[src/rtl/nq_pkg.sv]
package nq_pkg;
  typedef enum logic [1:0] {
    ST_IDLE   = 2'd0,
    ST_SEARCH = 2'd1,
    ST_EMPTY  = 2'd2,
    ST_DONE   = 2'd3
  } nq_state_e;
endpackage

[src/rtl/nq_rst_sync.sv]
module nq_rst_sync (
  input  logic clk,
  input  logic rst_n,
  output logic rst_sync_n
);
  logic [1:0] sync_q;

  always_ff @(posedge clk or negedge rst_n) begin
    if (!rst_n) begin
      sync_q <= 2'b00;
    end else begin
      sync_q <= {sync_q[0], 1'b1};
    end
  end

  assign rst_sync_n = sync_q[1];
endmodule

[src/rtl/nq_step.sv]
// One search step: pick lowest candidate, derive next-row masks.
module nq_step #(
  parameter int MAX_N = 14
) (
  input  logic [MAX_N-1:0] full_i,
  input  logic [MAX_N-1:0] cand_i,
  input  logic [MAX_N-1:0] col_i,
  input  logic [MAX_N-1:0] ld_i,
  input  logic [MAX_N-1:0] rd_i,
  output logic             has_cand_o,
  output logic [MAX_N-1:0] rest_o,
  output logic [MAX_N-1:0] col_n_o,
  output logic [MAX_N-1:0] ld_n_o,
  output logic [MAX_N-1:0] rd_n_o,
  output logic [MAX_N-1:0] free_n_o
);
  logic [MAX_N-1:0] pick;

  always_comb begin
    pick       = cand_i & (~cand_i + {{(MAX_N-1){1'b0}}, 1'b1});
    has_cand_o = |cand_i;
    rest_o     = cand_i & ~pick;
    col_n_o    = col_i | pick;
    ld_n_o     = ((ld_i | pick) << 1) & full_i;
    rd_n_o     = (rd_i | pick) >> 1;
    free_n_o   = full_i & ~(col_n_o | ld_n_o | rd_n_o);
  end
endmodule

[src/rtl/nq_row_stack.sv]
// Per-row storage: remaining candidates plus the masks for that row.
module nq_row_stack #(
  parameter int MAX_N = 14,
  parameter int NW    = 4
) (
  input  logic             clk,
  input  logic             rst_n,
  input  logic             upd_en_i,
  input  logic [NW-1:0]    upd_addr_i,
  input  logic [MAX_N-1:0] upd_cand_i,
  input  logic             push_en_i,
  input  logic [NW-1:0]    push_addr_i,
  input  logic [MAX_N-1:0] push_cand_i,
  input  logic [MAX_N-1:0] push_col_i,
  input  logic [MAX_N-1:0] push_ld_i,
  input  logic [MAX_N-1:0] push_rd_i,
  input  logic [NW-1:0]    rd_addr_i,
  output logic [MAX_N-1:0] rd_cand_o,
  output logic [MAX_N-1:0] rd_col_o,
  output logic [MAX_N-1:0] rd_ld_o,
  output logic [MAX_N-1:0] rd_rd_o
);
  logic [MAX_N-1:0] cand_q [MAX_N];
  logic [MAX_N-1:0] col_q  [MAX_N];
  logic [MAX_N-1:0] ld_q   [MAX_N];
  logic [MAX_N-1:0] rd_q   [MAX_N];

  for (genvar g = 0; g < MAX_N; g++) begin : g_row
    logic push_hit;
    logic upd_hit;
    assign push_hit = push_en_i && (push_addr_i == NW'(g));
    assign upd_hit  = upd_en_i  && (upd_addr_i  == NW'(g));

    always_ff @(posedge clk or negedge rst_n) begin
      if (!rst_n) begin
        cand_q[g] <= '0;
        col_q[g]  <= '0;
        ld_q[g]   <= '0;
        rd_q[g]   <= '0;
      end else if (push_hit) begin
        cand_q[g] <= push_cand_i;
        col_q[g]  <= push_col_i;
        ld_q[g]   <= push_ld_i;
        rd_q[g]   <= push_rd_i;
      end else if (upd_hit) begin
        cand_q[g] <= upd_cand_i;
      end
    end
  end

  assign rd_cand_o = cand_q[rd_addr_i];
  assign rd_col_o  = col_q[rd_addr_i];
  assign rd_ld_o   = ld_q[rd_addr_i];
  assign rd_rd_o   = rd_q[rd_addr_i];
endmodule

[src/rtl/nq_ctrl.sv]
module nq_ctrl
  import nq_pkg::*;
#(
  parameter int MIN_N = 4,
  parameter int MAX_N = 14,
  parameter int NW    = 4,
  parameter int CNT_W = 20
) (
  input  logic             clk,
  input  logic             rst_n,
  input  logic             start_i,
  input  logic [NW-1:0]    n_i,
  input  logic             has_cand_i,
  input  logic [MAX_N-1:0] rest_i,
  input  logic [MAX_N-1:0] col_n_i,
  input  logic [MAX_N-1:0] ld_n_i,
  input  logic [MAX_N-1:0] rd_n_i,
  input  logic [MAX_N-1:0] free_n_i,
  output logic [NW-1:0]    row_o,
  output logic [MAX_N-1:0] full_o,
  output logic             upd_en_o,
  output logic [MAX_N-1:0] upd_cand_o,
  output logic             push_en_o,
  output logic [NW-1:0]    push_addr_o,
  output logic [MAX_N-1:0] push_cand_o,
  output logic [MAX_N-1:0] push_col_o,
  output logic [MAX_N-1:0] push_ld_o,
  output logic [MAX_N-1:0] push_rd_o,
  output logic             busy_o,
  output logic             done_o,
  output logic [CNT_W-1:0] count_o
);
  localparam logic [NW-1:0] N_LO = NW'(MIN_N);
  localparam logic [NW-1:0] N_HI = NW'(MAX_N);

  nq_state_e        state_q, state_d;
  logic [NW-1:0]    row_q, row_d;
  logic [NW-1:0]    n_q, n_d;
  logic [CNT_W-1:0] cnt_q, cnt_d;
  logic             accept, n_ok, last_row;
  logic [MAX_N:0]   full_new_w, full_cur_w;

  assign accept     = start_i && (state_q != ST_SEARCH) && (state_q != ST_EMPTY);
  assign n_ok       = (n_i >= N_LO) && (n_i <= N_HI);
  assign full_new_w = ({{MAX_N{1'b0}}, 1'b1} << n_i) - 1'b1;
  assign full_cur_w = ({{MAX_N{1'b0}}, 1'b1} << n_q) - 1'b1;
  assign full_o     = full_cur_w[MAX_N-1:0];
  assign last_row   = (row_q == n_q - 1'b1);

  always_comb begin
    state_d     = state_q;
    row_d       = row_q;
    n_d         = n_q;
    cnt_d       = cnt_q;
    upd_en_o    = 1'b0;
    upd_cand_o  = rest_i;
    push_en_o   = 1'b0;
    push_addr_o = row_q + 1'b1;
    push_cand_o = free_n_i;
    push_col_o  = col_n_i;
    push_ld_o   = ld_n_i;
    push_rd_o   = rd_n_i;
    unique case (state_q)
      ST_IDLE, ST_DONE: begin
        if (accept) begin
          cnt_d = '0;
          row_d = '0;
          if (n_ok) begin
            state_d     = ST_SEARCH;
            n_d         = n_i;
            push_en_o   = 1'b1;
            push_addr_o = '0;
            push_cand_o = full_new_w[MAX_N-1:0];
            push_col_o  = '0;
            push_ld_o   = '0;
            push_rd_o   = '0;
          end else begin
            state_d = ST_EMPTY;
          end
        end
      end
      ST_EMPTY: begin
        state_d = ST_DONE;
      end
      ST_SEARCH: begin
        if (has_cand_i) begin
          upd_en_o = 1'b1;
          if (last_row) begin
            cnt_d = cnt_q + 1'b1;
          end else begin
            push_en_o = 1'b1;
            row_d     = row_q + 1'b1;
          end
        end else if (row_q == '0) begin
          state_d = ST_DONE;
        end else begin
          row_d = row_q - 1'b1;
        end
      end
      default: state_d = ST_IDLE;
    endcase
  end

  always_ff @(posedge clk or negedge rst_n) begin
    if (!rst_n) begin
      state_q <= ST_IDLE;
      row_q   <= '0;
      n_q     <= '0;
      cnt_q   <= '0;
    end else begin
      state_q <= state_d;
      row_q   <= row_d;
      n_q     <= n_d;
      cnt_q   <= cnt_d;
    end
  end

  assign row_o   = row_q;
  assign busy_o  = (state_q == ST_SEARCH) || (state_q == ST_EMPTY);
  assign done_o  = (state_q == ST_DONE);
  assign count_o = cnt_q;
endmodule

[src/rtl/nq_counter.sv]
module nq_counter #(
  parameter int MIN_N = 4,
  parameter int MAX_N = 14,
  parameter int CNT_W = 20,
  localparam int NW   = $clog2(MAX_N + 1)
) (
  input  logic             clk,
  input  logic             rst_n,
  input  logic             start_i,
  input  logic [NW-1:0]    n_i,
  output logic             busy_o,
  output logic             done_o,
  output logic [CNT_W-1:0] count_o
);
  logic             rst_sync_n;
  logic [NW-1:0]    row;
  logic [MAX_N-1:0] full, cand, col, ld, rd;
  logic             has_cand;
  logic [MAX_N-1:0] rest, col_n, ld_n, rd_n, free_n;
  logic             upd_en, push_en;
  logic [MAX_N-1:0] upd_cand, push_cand, push_col, push_ld, push_rd;
  logic [NW-1:0]    push_addr;

  nq_rst_sync rst_i (
    .clk       (clk),
    .rst_n     (rst_n),
    .rst_sync_n(rst_sync_n)
  );

  nq_row_stack #(.MAX_N(MAX_N), .NW(NW)) stack_i (
    .clk        (clk),
    .rst_n      (rst_sync_n),
    .upd_en_i   (upd_en),
    .upd_addr_i (row),
    .upd_cand_i (upd_cand),
    .push_en_i  (push_en),
    .push_addr_i(push_addr),
    .push_cand_i(push_cand),
    .push_col_i (push_col),
    .push_ld_i  (push_ld),
    .push_rd_i  (push_rd),
    .rd_addr_i  (row),
    .rd_cand_o  (cand),
    .rd_col_o   (col),
    .rd_ld_o    (ld),
    .rd_rd_o    (rd)
  );

  nq_step #(.MAX_N(MAX_N)) step_i (
    .full_i    (full),
    .cand_i    (cand),
    .col_i     (col),
    .ld_i      (ld),
    .rd_i      (rd),
    .has_cand_o(has_cand),
    .rest_o    (rest),
    .col_n_o   (col_n),
    .ld_n_o    (ld_n),
    .rd_n_o    (rd_n),
    .free_n_o  (free_n)
  );

  nq_ctrl #(.MIN_N(MIN_N), .MAX_N(MAX_N), .NW(NW), .CNT_W(CNT_W)) ctrl_i (
    .clk        (clk),
    .rst_n      (rst_sync_n),
    .start_i    (start_i),
    .n_i        (n_i),
    .has_cand_i (has_cand),
    .rest_i     (rest),
    .col_n_i    (col_n),
    .ld_n_i     (ld_n),
    .rd_n_i     (rd_n),
    .free_n_i   (free_n),
    .row_o      (row),
    .full_o     (full),
    .upd_en_o   (upd_en),
    .upd_cand_o (upd_cand),
    .push_en_o  (push_en),
    .push_addr_o(push_addr),
    .push_cand_o(push_cand),
    .push_col_o (push_col),
    .push_ld_o  (push_ld),
    .push_rd_o  (push_rd),
    .busy_o     (busy_o),
    .done_o     (done_o),
    .count_o    (count_o)
  );
endmodule

[config.mk]
export PLATFORM = sky130hd
export DESIGN_NAME = nq_counter
export DESIGN_NICKNAME = d
export VERILOG_FILES = /design/src/rtl/nq_pkg.sv /design/src/rtl/nq_rst_sync.sv /design/src/rtl/nq_step.sv /design/src/rtl/nq_row_stack.sv /design/src/rtl/nq_ctrl.sv /design/src/rtl/nq_counter.sv
export SDC_FILE = /design/constraint.sdc
export NUM_CORES = 2
export LEC_CHECK = 0
export ABC_AREA = 1
export BUFFER_PORTS_ARGS = -buffer_cell sky130_fd_sc_hd__buf_2
export CAP_MARGIN = 15
export CORE_MARGIN = 2
export CORE_UTILIZATION = 30
export DETAILED_ROUTE_END_ITERATION = 10
export PLACE_DENSITY = 0.5
export SKIP_CTS_REPAIR_TIMING = 1
export SYNTH_ARGS = -nofsm -noshare
export SYNTH_HDL_FRONTEND = slang
export SYNTH_HIERARCHICAL = 1
export SYNTH_SLANG_ARGS = --single-unit
[constraint.sdc]
create_clock -name clk -period 36.6 [get_ports clk]
set_input_delay 5.49 -clock clk [delete_from_list [all_inputs] [get_ports clk]]
set_output_delay 5.49 -clock clk [all_outputs]
set_load 0.05 [all_outputs]
# Word level (Yosys, flattened, before mapping)
# Index checks and enable logic that the tools add are counted.
# W data, S select, Z words.
[classes]
addsub = 7
n_lt_le_gt_ge = 3
eq_ne = 39
shift = 2
muxes = 76
bitwise = 13
reduce_logical = 56
[op_table]
columns = ["operator", "n"]
rows = [
  ["$mux W14", 45],
  ["$bmux W14 S4", 4],
  ["$mux W20", 3],
  ["$and A14 B14 Y14", 4],
  ["$eq A4 B4 Y1 const B", 12],
  ["$not A14 Y14", 3],
  ["$or A14 B14 Y14", 3],
  ["$pmux W20 S2", 1],
  ["$mux W13", 3],
  ["$eq A4 B3 Y1 const B", 8],
  ["$logic_and A1 B1 Y1", 31],
  ["$reduce_bool A2 Y1", 15],
  ["$mux W4", 7],
  ["$shl A1 B4 Y14 const A", 2],
  ["$sub A14 B1 Y14 const B", 2],
  ["$add A20 B1 Y20 const B", 1],
  ["$eq A4 B2 Y1 const B", 4],
  ["$add A14 B1 Y14 const B", 1],
  ["$or A14 B13 Y14", 1],
  ["$reduce_or A14 Y1", 1],
  ["$or A13 B13 Y13", 1],
  ["$ne A2 B1 Y1 const B", 5],
  ["$eq A4 B1 Y1 const B", 2],
  ["$logic_not A4 Y1", 2],
  ["22 further kinds", 35],
]
[word_totals]
ff_bits = 816
output_inout_bits = 22

# Longest topological paths before layout
[depth]
ltp_word = 17
depth_mapped = 27
mapped_depth_nobuf = 22

# Hierarchy
# Netlist, hierarchy kept.
[by_module_without_submodules]
columns = ["module", "instances", "cells_each", "area_each_um2", "seq_area_each_um2"]
rows = [
  ["nq_row_stack", 1, 5766, 40485.1, 19618.8],
  ["nq_ctrl", 1, 528, 3289.4, 750.7],
  ["nq_step", 1, 197, 893.4, 0.0],
  ["nq_rst_sync", 1, 3, 53.8, 50.0],
]

# Worst setup path after synthesis
# Ideal clock, no wire load.
[synth_path]
path_type = "input port to flip-flop"
from = "input port n_i[2]"
to = "register stack_i/cand_q[3] (netlist name)"
t_arrival_ns = 7.547
required_time_ns = 36.470
setup_slack_ns = 28.923
stages = 16
path_buffers = 4
cell_sequence = "buf_2 > nor2_1 > inv_2 > o21ai_2 > nor2_2 > buf_6 > buf_2 > nor2_1 > inv_1 > nor2_2 > inv_1 > nor2_1 > buf_2 > nand2_1 > nand3_1 > o21ai_0"
[synth_between]
elab_chain_len = 8
[synth_rtl]
columns = ["item", "line", "rtl"]
rows = [
  ["start: declaration", "nq_counter.sv:10", "input logic [NW-1:0] n_i,"],
  ["$ge A4 B3 Y1 / $le A4 B4 Y1 (equally long branches)", "nq_ctrl.sv:44", "assign n_ok = (n_i >= N_LO) && (n_i <= N_HI);"],
  ["$logic_and A1 B1 Y1 *", "nq_ctrl.sv:44", ""],
  ["$mux W4 *", "nq_ctrl.sv:68", "if (n_ok) begin"],
  ["$mux W4 *", "nq_ctrl.sv:65", "if (accept) begin"],
  ["$mux W4 *", "nq_ctrl.sv:63", "unique case (state_q)"],
  ["net push_addr[0]", "nq_counter.sv:22", "logic [NW-1:0] push_addr;"],
  ["$eq A4 B4 Y1 *", "nq_row_stack.sv:31", "assign push_hit = push_en_i && (push_addr_i == NW'(g));"],
  ["$logic_and A1 B1 Y1 *", "nq_row_stack.sv:31", ""],
  ["$mux W14 / $reduce_bool A2 Y1 (equally long branches)", "--", ""],
  ["end signal: indexed assignment", "nq_row_stack.sv:41", "cand_q[g] <= push_cand_i;"],
  ["end signal: indexed assignment", "nq_row_stack.sv:46", "cand_q[g] <= upd_cand_i;"],
  ["end: declaration", "nq_row_stack.sv:23", "logic [MAX_N-1:0] cand_q [MAX_N];"],
]
# Mark *: on every way through the listed nets, which the timed path passes. The rest lies on a longest branch.
# A chain may end at the register's enable or synchronous reset.

# Worst setup path in the final report
[layout_path]
from = "input port start_i"
to = "register stack_i/cand_q[34] (netlist name)"
[layout_lines]
columns = ["item", "line", "rtl"]
rows = [
  ["start: declaration", "nq_counter.sv:9", "input logic start_i,"],
  ["$logic_and A1 B1 Y1 * (2 in a row)", "nq_ctrl.sv:43", "assign accept = start_i && (state_q != ST_SEARCH) && (state_q != ST_EMPTY);"],
  ["$mux W1 *", "nq_ctrl.sv:65", ""],
  ["$pmux W1 S2 *", "nq_ctrl.sv:63", ""],
  ["net push_en", "nq_counter.sv:20", "logic upd_en, push_en;"],
  ["$logic_and A1 B1 Y1 *", "nq_row_stack.sv:31", ""],
  ["$mux W14 / $reduce_bool A2 Y1 (equally long branches)", "--", ""],
]
# Marks and branches as above.

==> reports/qor.csv <==
stage;metric;value;unit
worst_setup_path;setup.worst_path.start;start_i;
layout;area_growth;10.17;%
worst_setup_path;cp_top_family;buffers and inverters;
floorplan;chipHeight;384.4;um
layout;nets;6100;
pwr;finalPower;3.876;mW
worst_setup_path;worst-path-buf-inv;6;
worst_setup_path;critPathCaptureType;flop;
placement;dp_hpwl;85490;um
routing;vias;38718;
clocking;h-tree-depth;3;
yosys;postSynthCellCount;6323;
floorplan;fp.dieW;384.4;um
worst_setup_path;rrSetupSlack;29.65;ns
global_route;grt_pass1_wl;227100;um
timing;tns;0;ns
clocking;insertion_delay;0.70;ns
yosys;syn_avg_cell_area;6.866;sq um
floorplan;io_pins;29;
worst_setup_path;crit_path_end;stack_i/cand_q[34]$_DFFE_PN0P_;
worst_hold_path;hp-class;reg2async;
clocking;root_buffer;clkbuf_16;
timing;report.final.slew_viol_count;0;
timing;period_needed;8.916;ns
routing;wl;146900;um
timing;setup_viol;0;
worst_setup_path;r2r-end;stack_i/cand_q[82]$_DFFE_PN0P_;
worst_setup_path;worst_path_max_delay_cell;nor2_4;
timing;slew_headroom;0.3013;
floorplan;start_util;0.3022;
pwr;p_per_area;81.04;nW/um^2
routing;drc_errors;0;
global_route;antenna_found_initial;7;
layout;drive_gt1_frac;0.05829;
floorplan;row_count;139;
worst_setup_path;start_kind;input pin;
status;status;finished clean;
clocking;clockBufferDepth;3;
floorplan;die_area;147800;sq um
timing;hold_viol_final;0;
worst_setup_path;worstPathArrival;9.46;ns
worst_setup_path;crit_path_cell_trace;buf_2, nand3_1, nor2_1, inv_1, nor2_4, buf_4, inv_2, a21oi_1, buf_4, nand3_2, nor2_4, buf_4, nand2_1, nand2_1, o21ai_0;
routing;via_per_inst;4.801;
global_route;grt_max_degree;165;
worst_setup_path;cp_num_cells;15;
timing;max_freq;112.2;MHz
timing;tightest_slew;1.047;ns
routing;antenna_left;0;
worst_setup_path;reg2reg_depth;24;
worst_setup_path;r2r-start;ctrl_i/row_o[0]$_DFFE_PN0P_;
timing;rsz0062_at_grt;false;
routing;drt_iter0_drc;3872;
yosys;yosysWarnings;6;
timing;skew;0.02167;ns
routing;post_drt_wl_per_cell;18.22;um
pwr;power.leakage;23.73;nW
placement;port_buffers;28;
global_route;grt_remaining_overflow;0;
floorplan;core_area;143700;sq um
clocking;clk_pin_slew;0.06;ns
routing;dr.pass1.iters;7;
worst_setup_path;crit_type;in2reg;
pwr;peakVddDrop;0.05588;mV
flow_run;drv_cap;0;
global_route;track_usage;0.1979;
worst_setup_path;cp_common_cell;buf_4;
worst_setup_path;cpPeakStageDelay;0.87;ns
clocking;numCtsBuffers;95;
worst_setup_path;path_max_fanout;62;
timing;finalCritPeriodShare;0.2436;
placement;place_congestion;0.8907;
clocking;cts_tree;yes;
worst_setup_path;cp.required;37.15;ns
clocking;clock_sinks;788;
yosys;syn_area;43410;sq um
global_route;grt_pass1_vias;36691;
[through the flow]
step	utilization	instance area (sq um)	cells	setup WS (ns)	hold slack (ns)
floorplan	-	43420	6325	13.01	0.3312
global placement	0.3111	44700	7886	27.07	0.3336
finish	0.3329	47830	8064	27.68	0.3465
detailed placement	0.3111	44700	7886	26.99	0.3394
global route	0.3329	47820	8062	27.29	0.3543
CTS	0.3329	47820	8062	27.71	0.3528
[worst reg2reg max path: stages, from the launching register on]
cell	delay (ns)
dfrtp_4	0.69
inv_8	0.71
buf_4	0.91
nand2_1	0.14
nand3_1	0.11
nand2_1	0.08
nand2_1	0.06
nand2_1	0.06
nand2_1	0.05
nand2_1	0.13
nor2_1	0.21
nand2_1	0.14
nor4_1	0.43
nand3_1	0.30
nand2_1	0.15
inv_1	0.19
nand2_1	0.17
a21oi_1	0.08
buf_4	0.21
nand3_2	0.26
inv_1	0.13
nand2_1	0.64
nand2_2	0.60
nand3_1	0.25
o21ai_0	0.11
[state kept, by name (all words and copies together), names as in the netlist]
signal / count
stack_i/cand_q: 196
stack_i/col_q: 196
stack_i/ld_q: 182
stack_i/rd_q: 182
ctrl_i/count_o: 20
ctrl_i/n_q: 4
ctrl_i/row_o: 4
ctrl_i/state_q: 2
rst_i/sync_q: 2
[placed cells by master, fill, tap and decap left out, types with 5 or more instances in the layout]
master	n
buf_2	28
dfrtp_1	783
inv_2	8
o211ai_1	26
nor2_4	18
or2_2	21
o21ai_0	798
xnor2_1	13
nor2_2	7
xor2_1	19
nor2_1	223
ha_1	13
o21ai_1	21
a21boi_0	7
nand3_2	6
clkbuf_16	96
nand3_1	594
inv_1	940
buf_4	69
inv_6	5
nand2_2	14
nand3_4	6
nor3_1	11
nand2_1	2300
clkbuf_1	20
o21ai_2	7
clkbuf_8	29
a21oi_1	8
clkinv_2	19
[power by group]
part	leakage, nW	total (mW)	switching [mW]	internal (mW)
clock network	1.55	0.951	0.401	0.550
logic	13.5	1.82	1.41	0.413
registers	8.65	1.11	0.0720	1.03
total	23.7	3.88	1.88	2.00
[layer usage]
| layer | vias up | share of wire | global-route usage | wire [um] |
|---|---|---|---|---|
| li1 | 18828 | - | - | - |
| met1 | 18639 | 0.47 | 0.2803 | 68730 |
| met2 | 1013 | 0.44 | 0.3100 | 65270 |
| met3 | 232 | 0.060 | 0.03229 | 8818 |
| met4 | 6 | 0.028 | 0.05671 | 4061 |
| met5 | - | 0.00024 | 0 | 35 |
[area by class of cell]
cell class                 instances  area (sq um)
multi-input combinational       4142         18250
fill                           15664         95830
antenna                            2         5.005
clock buffer                     145          2877
sequential                       788         19740
timing repair buffer             101         738.2
inverter                         952          3591
tap                             1903          2381
clock inverter                    31         246.5
[how the worst min path moves through the flow]
stage / to / slack (ns)
final: stack_i/rd_q[153]$_DFFE_PN0P_ / 0.35
after global routing: rst_i/sync_q[1]$_DFF_PN0_ / 0.35
after CTS: rst_i/sync_q[1]$_DFF_PN0_ / 0.35
after detailed placement: rst_i/sync_q[1]$_DFF_PN0_ / 0.34
after global placement: rst_i/sync_q[1]$_DFF_PN0_ / 0.33
after floorplan: rst_i/sync_q[1]$_DFF_PN0_ / 0.33
(Power assumes the default switching activity.)
